`src/rtl/usb_evt_pkg.sv`:
```
package usb_evt_pkg;

    typedef enum logic [1:0] {
        LS_SE0 = 2'b00,
        LS_J   = 2'b01,
        LS_K   = 2'b10,
        LS_SE1 = 2'b11
    } line_e;

    localparam int NFLAG   = 8;
    localparam int FL_VON  = 0;
    localparam int FL_VOFF = 1;
    localparam int FL_SUSP = 2;
    localparam int FL_BRST = 3;
    localparam int FL_BACT = 4;
    localparam int FL_WAKE = 5;
    localparam int FL_DPA  = 6;

    localparam logic [NFLAG-1:0] LIVE_MASK = 8'h7F;

    typedef struct packed {
        logic idle_hit;
        logic jrun_hit;
        logic wake_hit;
    } timer_ev_t;

    function automatic int max2(input int a, input int b);
        return (a > b) ? a : b;
    endfunction

endpackage

```
`src/rtl/usb_evt_linetimer.sv`:
```
module usb_evt_linetimer
    import usb_evt_pkg::*;
#(
    parameter int IDLE_TICKS = 36000,
    parameter int J_TICKS    = 32,
    parameter int K_TICKS    = 120000
) (
    input  logic       clk,
    input  logic       rst,
    input  logic       bit_tick,
    input  logic [1:0] line_state,
    input  logic       rwu_req,
    output timer_ev_t  ev
);
    localparam int MAXT = max2(max2(IDLE_TICKS, J_TICKS), K_TICKS);
    localparam int W    = $clog2(MAXT + 1);
    localparam logic [W-1:0] RUN_MAX = W'(MAXT);
    localparam logic [W-1:0] IDLE_M1 = W'(IDLE_TICKS - 1);
    localparam logic [W-1:0] J_M1    = W'(J_TICKS - 1);
    localparam logic [W-1:0] K_M1    = W'(K_TICKS - 1);

    line_e        line_q;
    line_e        line_now;
    logic [W-1:0] run_q;
    logic         chg;
    logic         adv;

    assign line_now = line_e'(line_state);
    assign chg      = (line_now != line_q);
    assign adv      = bit_tick && !chg;

    always_ff @(posedge clk) begin
        if (rst) begin
            line_q <= LS_SE0;
            run_q  <= '0;
        end else begin
            line_q <= line_now;
            if (chg)
                run_q <= '0;
            else if (bit_tick && run_q != RUN_MAX)
                run_q <= run_q + 1'b1;
        end
    end

    always_comb begin
        ev.idle_hit = adv && (line_q == LS_J) && (run_q == IDLE_M1);
        ev.jrun_hit = adv && (line_q == LS_J) && (run_q == J_M1);
        ev.wake_hit = adv && (line_q == LS_K) && rwu_req && (run_q == K_M1);
    end

endmodule

```
`src/rtl/usb_evt_flagbank.sv`:
```
module usb_evt_flagbank #(
    parameter int             N    = 8,
    parameter logic [N-1:0]   MASK = '1
) (
    input  logic         clk,
    input  logic         rst,
    input  logic [N-1:0] set_v,
    input  logic [N-1:0] clr_v,
    output logic [N-1:0] q
);
    for (genvar i = 0; i < N; i++) begin : g_bit
        if (MASK[i]) begin : g_live
            logic f_q;
            always_ff @(posedge clk) begin
                if (rst)
                    f_q <= 1'b0;
                else if (set_v[i])
                    f_q <= 1'b1;
                else if (clr_v[i])
                    f_q <= 1'b0;
            end
            assign q[i] = f_q;
        end else begin : g_resv
            assign q[i] = 1'b0;
        end
    end

endmodule

```
`src/rtl/usb_evt_enreg.sv`:
```
module usb_evt_enreg #(
    parameter int           N    = 8,
    parameter logic [N-1:0] MASK = '1
) (
    input  logic         clk,
    input  logic         rst,
    input  logic         we,
    input  logic [N-1:0] wdata,
    output logic [N-1:0] q
);
    logic [N-1:0] en_q;

    always_ff @(posedge clk) begin
        if (rst)
            en_q <= '0;
        else if (we)
            en_q <= wdata & MASK;
    end

    assign q = en_q;

endmodule

```
`src/rtl/usb_bus_evt_irq.sv`:
```
module usb_bus_evt_irq
    import usb_evt_pkg::*;
#(
    parameter int IDLE_TICKS = 36000,
    parameter int J_TICKS    = 32,
    parameter int K_TICKS    = 120000
) (
    input  logic       clk,
    input  logic       rst,
    input  logic       bit_tick,
    input  logic       vbus_det,
    input  logic [1:0] line_state,
    input  logic       sync_rx,
    input  logic       bus_rst_det,
    input  logic       rwu_req,
    input  logic       dp_pulse,
    input  logic       reg_we,
    input  logic       reg_sel,
    input  logic [7:0] reg_wdata,
    output logic [7:0] status_o,
    output logic [7:0] irq_en_o,
    output logic       irq_o
);
    timer_ev_t        tev;
    logic             vbus_q;
    logic             brst_q;
    logic [NFLAG-1:0] set_v;
    logic [NFLAG-1:0] hw_clr;
    logic [NFLAG-1:0] sw_clr;
    logic [NFLAG-1:0] flags;
    logic [NFLAG-1:0] en;
    logic             irq_q;

    usb_evt_linetimer #(
        .IDLE_TICKS (IDLE_TICKS),
        .J_TICKS    (J_TICKS),
        .K_TICKS    (K_TICKS)
    ) i_timer (
        .clk        (clk),
        .rst        (rst),
        .bit_tick   (bit_tick),
        .line_state (line_state),
        .rwu_req    (rwu_req),
        .ev         (tev)
    );

    always_ff @(posedge clk) begin
        if (rst) begin
            vbus_q <= 1'b0;
            brst_q <= 1'b0;
        end else begin
            vbus_q <= vbus_det;
            brst_q <= bus_rst_det;
        end
    end

    always_comb begin
        set_v          = '0;
        set_v[FL_VON]  = vbus_det & ~vbus_q;
        set_v[FL_VOFF] = ~vbus_det & vbus_q;
        set_v[FL_SUSP] = tev.idle_hit;
        set_v[FL_BRST] = bus_rst_det & ~brst_q;
        set_v[FL_BACT] = sync_rx;
        set_v[FL_WAKE] = tev.wake_hit;
        set_v[FL_DPA]  = dp_pulse;

        hw_clr          = {NFLAG{bus_rst_det}};
        hw_clr[FL_BRST] = ~bus_rst_det & brst_q;
        hw_clr[FL_BACT] = bus_rst_det | tev.jrun_hit;

        sw_clr = (reg_we && !reg_sel) ? ~reg_wdata : '0;
    end

    usb_evt_flagbank #(
        .N    (NFLAG),
        .MASK (LIVE_MASK)
    ) i_flags (
        .clk   (clk),
        .rst   (rst),
        .set_v (set_v),
        .clr_v (hw_clr | sw_clr),
        .q     (flags)
    );

    usb_evt_enreg #(
        .N    (NFLAG),
        .MASK (LIVE_MASK)
    ) i_en (
        .clk   (clk),
        .rst   (rst),
        .we    (reg_we && reg_sel),
        .wdata (reg_wdata),
        .q     (en)
    );

    always_ff @(posedge clk) begin
        if (rst)
            irq_q <= 1'b0;
        else
            irq_q <= |(flags & en);
    end

    assign status_o = flags;
    assign irq_en_o = en;
    assign irq_o    = irq_q;

endmodule

```
`config.mk`:
```
export PLATFORM = sky130hd
export DESIGN_NAME = usb_bus_evt_irq
export DESIGN_NICKNAME = d
export VERILOG_FILES = /design/src/rtl/usb_evt_pkg.sv /design/src/rtl/usb_evt_linetimer.sv /design/src/rtl/usb_evt_flagbank.sv /design/src/rtl/usb_evt_enreg.sv /design/src/rtl/usb_bus_evt_irq.sv
export SDC_FILE = /design/constraint.sdc
export NUM_CORES = 1
export LEC_CHECK = 0
export ABC_CLOCK_PERIOD_IN_PS = 1900
export BUFFER_PORTS_ARGS = -buffer_cell sky130_fd_sc_hd__buf_4
export CAP_MARGIN = 20
export CORE_MARGIN = 8
export CORE_UTILIZATION = 50
export CTS_BUF_LIST = sky130_fd_sc_hd__clkbuf_8
export DETAILED_ROUTE_END_ITERATION = 12
export PLACE_DENSITY = 0.77
export SLEW_MARGIN = 25
export SYNTH_ARGS = -nofsm -noshare
export SYNTH_HDL_FRONTEND = slang
export SYNTH_SLANG_ARGS = --single-unit
```
`constraint.sdc`:
```
create_clock -name clk -period 1.9 [get_ports clk]
set_clock_uncertainty 0.1 [all_clocks]
set_input_delay 0.285 -clock clk [delete_from_list [all_inputs] [get_ports clk]]
set_output_delay 0.285 -clock clk [all_outputs]
set_load 0.005 [all_outputs]
```
==> flow_summary.toml, run 1 <==
[detailed_routing]
drtAntennaViolNets = 0
via_count = 1582
avgRoutedWirePerCell_um = 14.5
top_layer = "met4"
met1_length_um = 1750
wl_met2_um = 2040
met3_length_um = 320
drt_iter0_drc = 87
firstDrtPassIters = 4
via_per_inst = 5.46
drc = 0
routed_wl_um = 4220

[cts]
root_buffer = "clkbuf_8"
clock_latency_ps = 290
cts_sinks = 36
cts_tree = "yes"
h-tree-depth = 2
numCtsBuffers = 5
clkTransAtPathRegs_ps = 70
clk_path_buf_depth = 2

[sta]
hold_ws_ps = 113
tns_ps = 0
worst_slack_ps = 2.29
rsz0062_at_grt = "true"
setup_viol = 0
fmax_mhz = 527
period_share_pct = 99.9
finalMaxSlewViolations = 0
hold_viol_final = 0
period_needed_ps = 1900

[placed_design]
gp_routability_congestion = 0.951
io_buffers = 33
place_ws_ps = -58.2
dp_hpwl_um = 3150

[setup_path]
critPathMaxFanout = 2
cp.required_ps = 1970
cp-start-kind = "flip-flop"
cp-end-kind = "flip-flop"
cp.arrival_ps = 1970
critical_path_class = "flip-flop to flip-flop"

[floorplanning]
start_util_pct = 51.9
die_y_um = 74.8
ios = 37
rows = 21
die-width_um = 74.8
core_sq_um = 3340
die_area_sq_um = 5600

[global_route]
track_usage_pct = 15.7
grt_overflow = 0
grt_max_degree = 20
grt_pass1_vias = 1409
antenna_found_initial = 0
grt_pass1_wl_um = 6540

[finish]
mostFrequentLayoutCells = "buf_4, dfxtp_1, nand2_1"
drive_gt1_share_pct = 34.4
num_antenna_cells = 0
register_area_sq_um = 736
filler_cell_count = 290
multi_input_area_sq_um = 926
fin_nets = 265
final_util_pct = 67.3
synthToLayoutAreaGrowth_pct = 29.7
final_common_cell = "buf_4"

[synth]
ys_seq_area_share_pct = 41.6
yosys_warnings = 0
yosys_register_bits = 36
ys.flop_type = "dfxtp_1"
synth_edf_count = 0
synth.distinct_cells = 43
synth_area_sq_um = 1730
syn_avg_cell_area_sq_um = 8.74
syn_inst = 198
async_flop_share_pct = 0

[run_status]
status = "finished, final reports clean"

[pwr]
power.density_nw_per_um2 = 662
leakagePower_nw = 0.886
vdd_drop_max_mv = 0.473

[hold_path]
hold_path.class = "input pin to flip-flop"

[job]
max_cap_viol_count = 0
path summary, 6_finish.rpt:
| check | from | endpoint | slack (ps) | depth (start not counted) |
|---|---|---|---|---|
| worst max-delay path | i_timer.run_q[16] | i_flags.g_bit[4].g_live.f_q | 2 | 4 |
| worst min-delay path | vbus_det | vbus_q | 110 | 3 |
| worst max register to register | i_timer.run_q[16] | i_flags.g_bit[4].g_live.f_q | 2 | 4 |
| worst min register to register | vbus_q | i_flags.g_bit[0].g_live.f_q | 360 | 1 |
synth_stat cells (2+ instances only):
cell / instances / area share (%)
dfxtp_1: 36 / 42
nand2_1: 15 / 3.3
nor2_1: 15 / 3.3
a21oi_1: 14 / 4.0
nand3_1: 12 / 3.5
buf_4: 9 / 3.9
inv_1: 9 / 2.0
xnor2_1: 9 / 4.6
clkbuf_1: 6 / 1.3
nor2b_1: 6 / 2.2
or4_1: 6 / 2.6
nor3_1: 5 / 1.4
o21ai_0: 5 / 1.4
nand4_1: 4 / 1.4
nor4_1: 4 / 1.4
o211ai_1: 4 / 1.7
xor2_1: 4 / 2.0
nand2b_1: 3 / 1.1
or3_1: 3 / 1.1
or4_4: 3 / 2.0
a22oi_1: 2 / 0.87
ha_1: 2 / 1.4
o31ai_1: 2 / 0.87
power breakdown:
part           switching [mW]  leakage (nW)  internal [mW]
registers              0.0141         0.298          0.772
clock network           0.269        0.0486          0.289
logic                  0.0668         0.539         0.0759
total                   0.349         0.886           1.14
what timing repair did:
item | CTS | global route
endpoints found under the setup margin | 4 | 5
buffers inserted | 0 | 1
hold buffers | 0 | 0
pin swaps | 1 | 4
resized for setup | 4 | 14
area by class of cell:
type / instances / share of cell area [%]
multi-input combinational: 138 / 41.2
sequential: 36 / 32.8
timing repair buffer: 53 / 17.7
clock buffer: 6 / 3.68
tap: 46 / 2.56
inverter: 9 / 1.51
clock inverter: 2 / 0.502
kinds of logic (layout without fill, tap and decap cells):
group	after synthesis	in the layout	share of synthesized area, %
compound gates	35	35	13.1
xor+xnor	13	13	6.58
fa+ha+maj	2	2	1.45
buf+inv	25	70	7.45
flops	36	36	41.6
mux	1	1	0.578
other cells	1	2	0.217
simple gates	85	85	29.0
registers in the layout, summed over array words and instances (netlist names):
register	cells
brst_q	1
i_flags.g_bit.g_live.f_q	7
vbus_q	1
irq_o	1
i_timer.run_q	17
i_en.q	7
i_timer.line_q	2
per-stage QoR:
stage / cell area [sq um] / instances / power (mW)
6_report: 2240 / 290 / 1.49
5_1_grt: 2240 / 290 / 1.55
4_1_cts: 2200 / 289 / 1.51
3_5_place_dp: 2090 / 281 / 0.941
3_3_place_gp: 2090 / 281 / 0.938
2_1_floorplan: 1740 / 199 / 0.874
critical path, stage by stage (launching register included):
cell     delay [ps]
dfxtp_2         320
or4_4           540
or4_4           580
nor4_2          150
o22ai_1          90
routing by layer:
metal | track usage, % | up-vias
met1 | 17.8 | 733
met5 | 0 | -
met3 | 5.86 | 9
li1 | - | 793
met4 | 8.70 | 0
met2 | 24.7 | 47
Note: power is estimated with default switching activity, not from simulation.
==> run 2, diff against run 1 <==
ABC_CLOCK_PERIOD_IN_PS = 1700   (was 1900)
clock period = 1.7 ns   (was 1.9 ns; I/O delays follow)
==> run 2 against run 1 <==
Against the previous run:
- sequential power rose by 12%
- register-to-register slack got worse by 160 ps
- die area did not move
- count of clock-buffer cells in the layout did not move
- highest routed layer unchanged
- combinational power rose by 13%
- the flow now finishes with violations (setup timing)
==> flow_summary.toml, run 2 (synthesis gave the netlist of run 1 again) <==
[run_status]
status = "complete, but fails checks"
violations = "setup timing"

[cts]
root_buffer = "clkbuf_8"
clock_latency_ps = 290
ctsHoldBuffers = 0
clkTransAtPathRegs_ps = 70
numCtsBuffers = 5
cts_sinks = 36
h-tree-depth = 2
clk_path_buf_depth = 2
cts_tree = "yes"

[setup_path]
cp-end-kind = "flip-flop"
cp-start-kind = "flip-flop"
cp.required_ps = 1830
slowest_stage = "or4_4"
cp_top_family = "simple AND/OR/NAND/NOR gates"
path_buf_inv = 1
critical_path_class = "flip-flop to flip-flop"
critPathMaxFanout = 4
cp.arrival_ps = 1990
cpPeakStageDelay_ps = 550
crit_chain = "buf_6 > nand4_4 > or4_4 > or4_4 > a21oi_1"
cp_common_cell = "or4_4"

[sta]
finalMaxSlewViolations = 0
worst_slack_ps = -155
rsz0062_at_grt = "true"
setup_viol = 8
fmax_mhz = 539
tns_ps = -663
hold_viol_final = 0
period_needed_ps = 1860
period_share_pct = 109

[placed_design]
placed_cells = 290
gp_routability_congestion = 0.844
io_buffers = 33
dp_hpwl_um = 3350

[finish]
synthToLayoutAreaGrowth_pct = 40.1
layout.cells.non_filler = 307
fin_nets = 282
num_antenna_cells = 0
final_common_cell = "buf_4"
largest_reg_flops = 17
drive_gt1_share_pct = 42.5
largest_register = "i_timer.run_q"
mostFrequentLayoutCells = "buf_4, dfxtp_1, nor2_1, nand2_1, a21oi_1"

[floorplanning]
rows = 21
die_y_um = 74.8
core_sq_um = 3340
die_area_sq_um = 5600
ios = 37
die-width_um = 74.8
start_util_pct = 51.9

[detailed_routing]
via_per_inst = 5.42
via_count = 1665
avgRoutedWirePerCell_um = 15.2
routed_wl_um = 4660
firstDrtPassIters = 5
drt_iter0_drc = 114
drtAntennaViolNets = 0
drc = 0

[global_route]
track_usage_pct = 17.6
grt_pass1_wl_um = 7600
antenna_found_initial = 0
grt_pass1_vias = 1624
grt_max_degree = 20
grt_overflow = 0

[hold_path]
hold_path.class = "input pin to flip-flop"

[pwr]
power_mw = 1.67
power.density_nw_per_um2 = 689
vdd_drop_max_mv = 0.373
leakagePower_nw = 0.985

[job]
max_cap_viol_count = 0
run 2: per-stage QoR:
stage / hold slack, ps / util, % / cell area, sq um / setup slack, ps
6_report: 82.4 / 72.6 / 2420 / -155
5_1_grt: 82.7 / 72.6 / 2420 / -212
4_1_cts: 76.6 / 71.2 / 2380 / -142
3_5_place_dp: 338 / 65.5 / 2190 / -171
3_3_place_gp: 331 / 65.5 / 2190 / -144
2_1_floorplan: 271 / - / 1770 / -143
run 2: final cells by class:
class                   instances  area [sq um]
clock inverters                 2          10.0
well taps                      46          57.6
repair buffers                 70           541
inverters                       9          33.8
clock buffers                   6          82.6
multi-input cells             138           953
fillers                       269           913
flip-flops and latches         36           746
run 2: per-layer routing:
metal  global-route usage [%]  vias to the layer above  part of all wire, %
li1                         -                      831                    -
met5                        0                        -                    0
met4                     6.52                        0                  1.5
met1                     19.8                      781                   41
met2                     29.8                       42                   50
met3                     5.86                       11                  7.0
run 2: tightest hold or removal path, cell delays in order:
cell and delay [ps]:
buf_4 80, nand2b_1 60, inv_1 50
run 2: final timing paths:
| check | from | to | slack [ps] | cells after the start |
|---|---|---|---|---|
| worst max-delay path | i_timer.run_q[5] | i_timer.run_q[15] | -160 | 5 |
| worst min-delay path | vbus_det | vbus_q | 80 | 3 |
| worst max register to register | i_timer.run_q[5] | i_timer.run_q[15] | -160 | 5 |
| worst min register to register | vbus_q | i_flags.g_bit[0].g_live.f_q | 340 | 1 |
run 2: where the power goes:
group / internal (mW) / total, mW / switching (mW)
clock network: 0.323 / 0.630 / 0.307
logic: 0.0837 / 0.161 / 0.0777
registers: 0.861 / 0.877 / 0.0162
run 2: repair_timing:
action	in CTS	in global routing
setup buffers	5	4
pin swaps	10	2
gates resized for setup	20	5
endpoints found under the setup margin	9	10
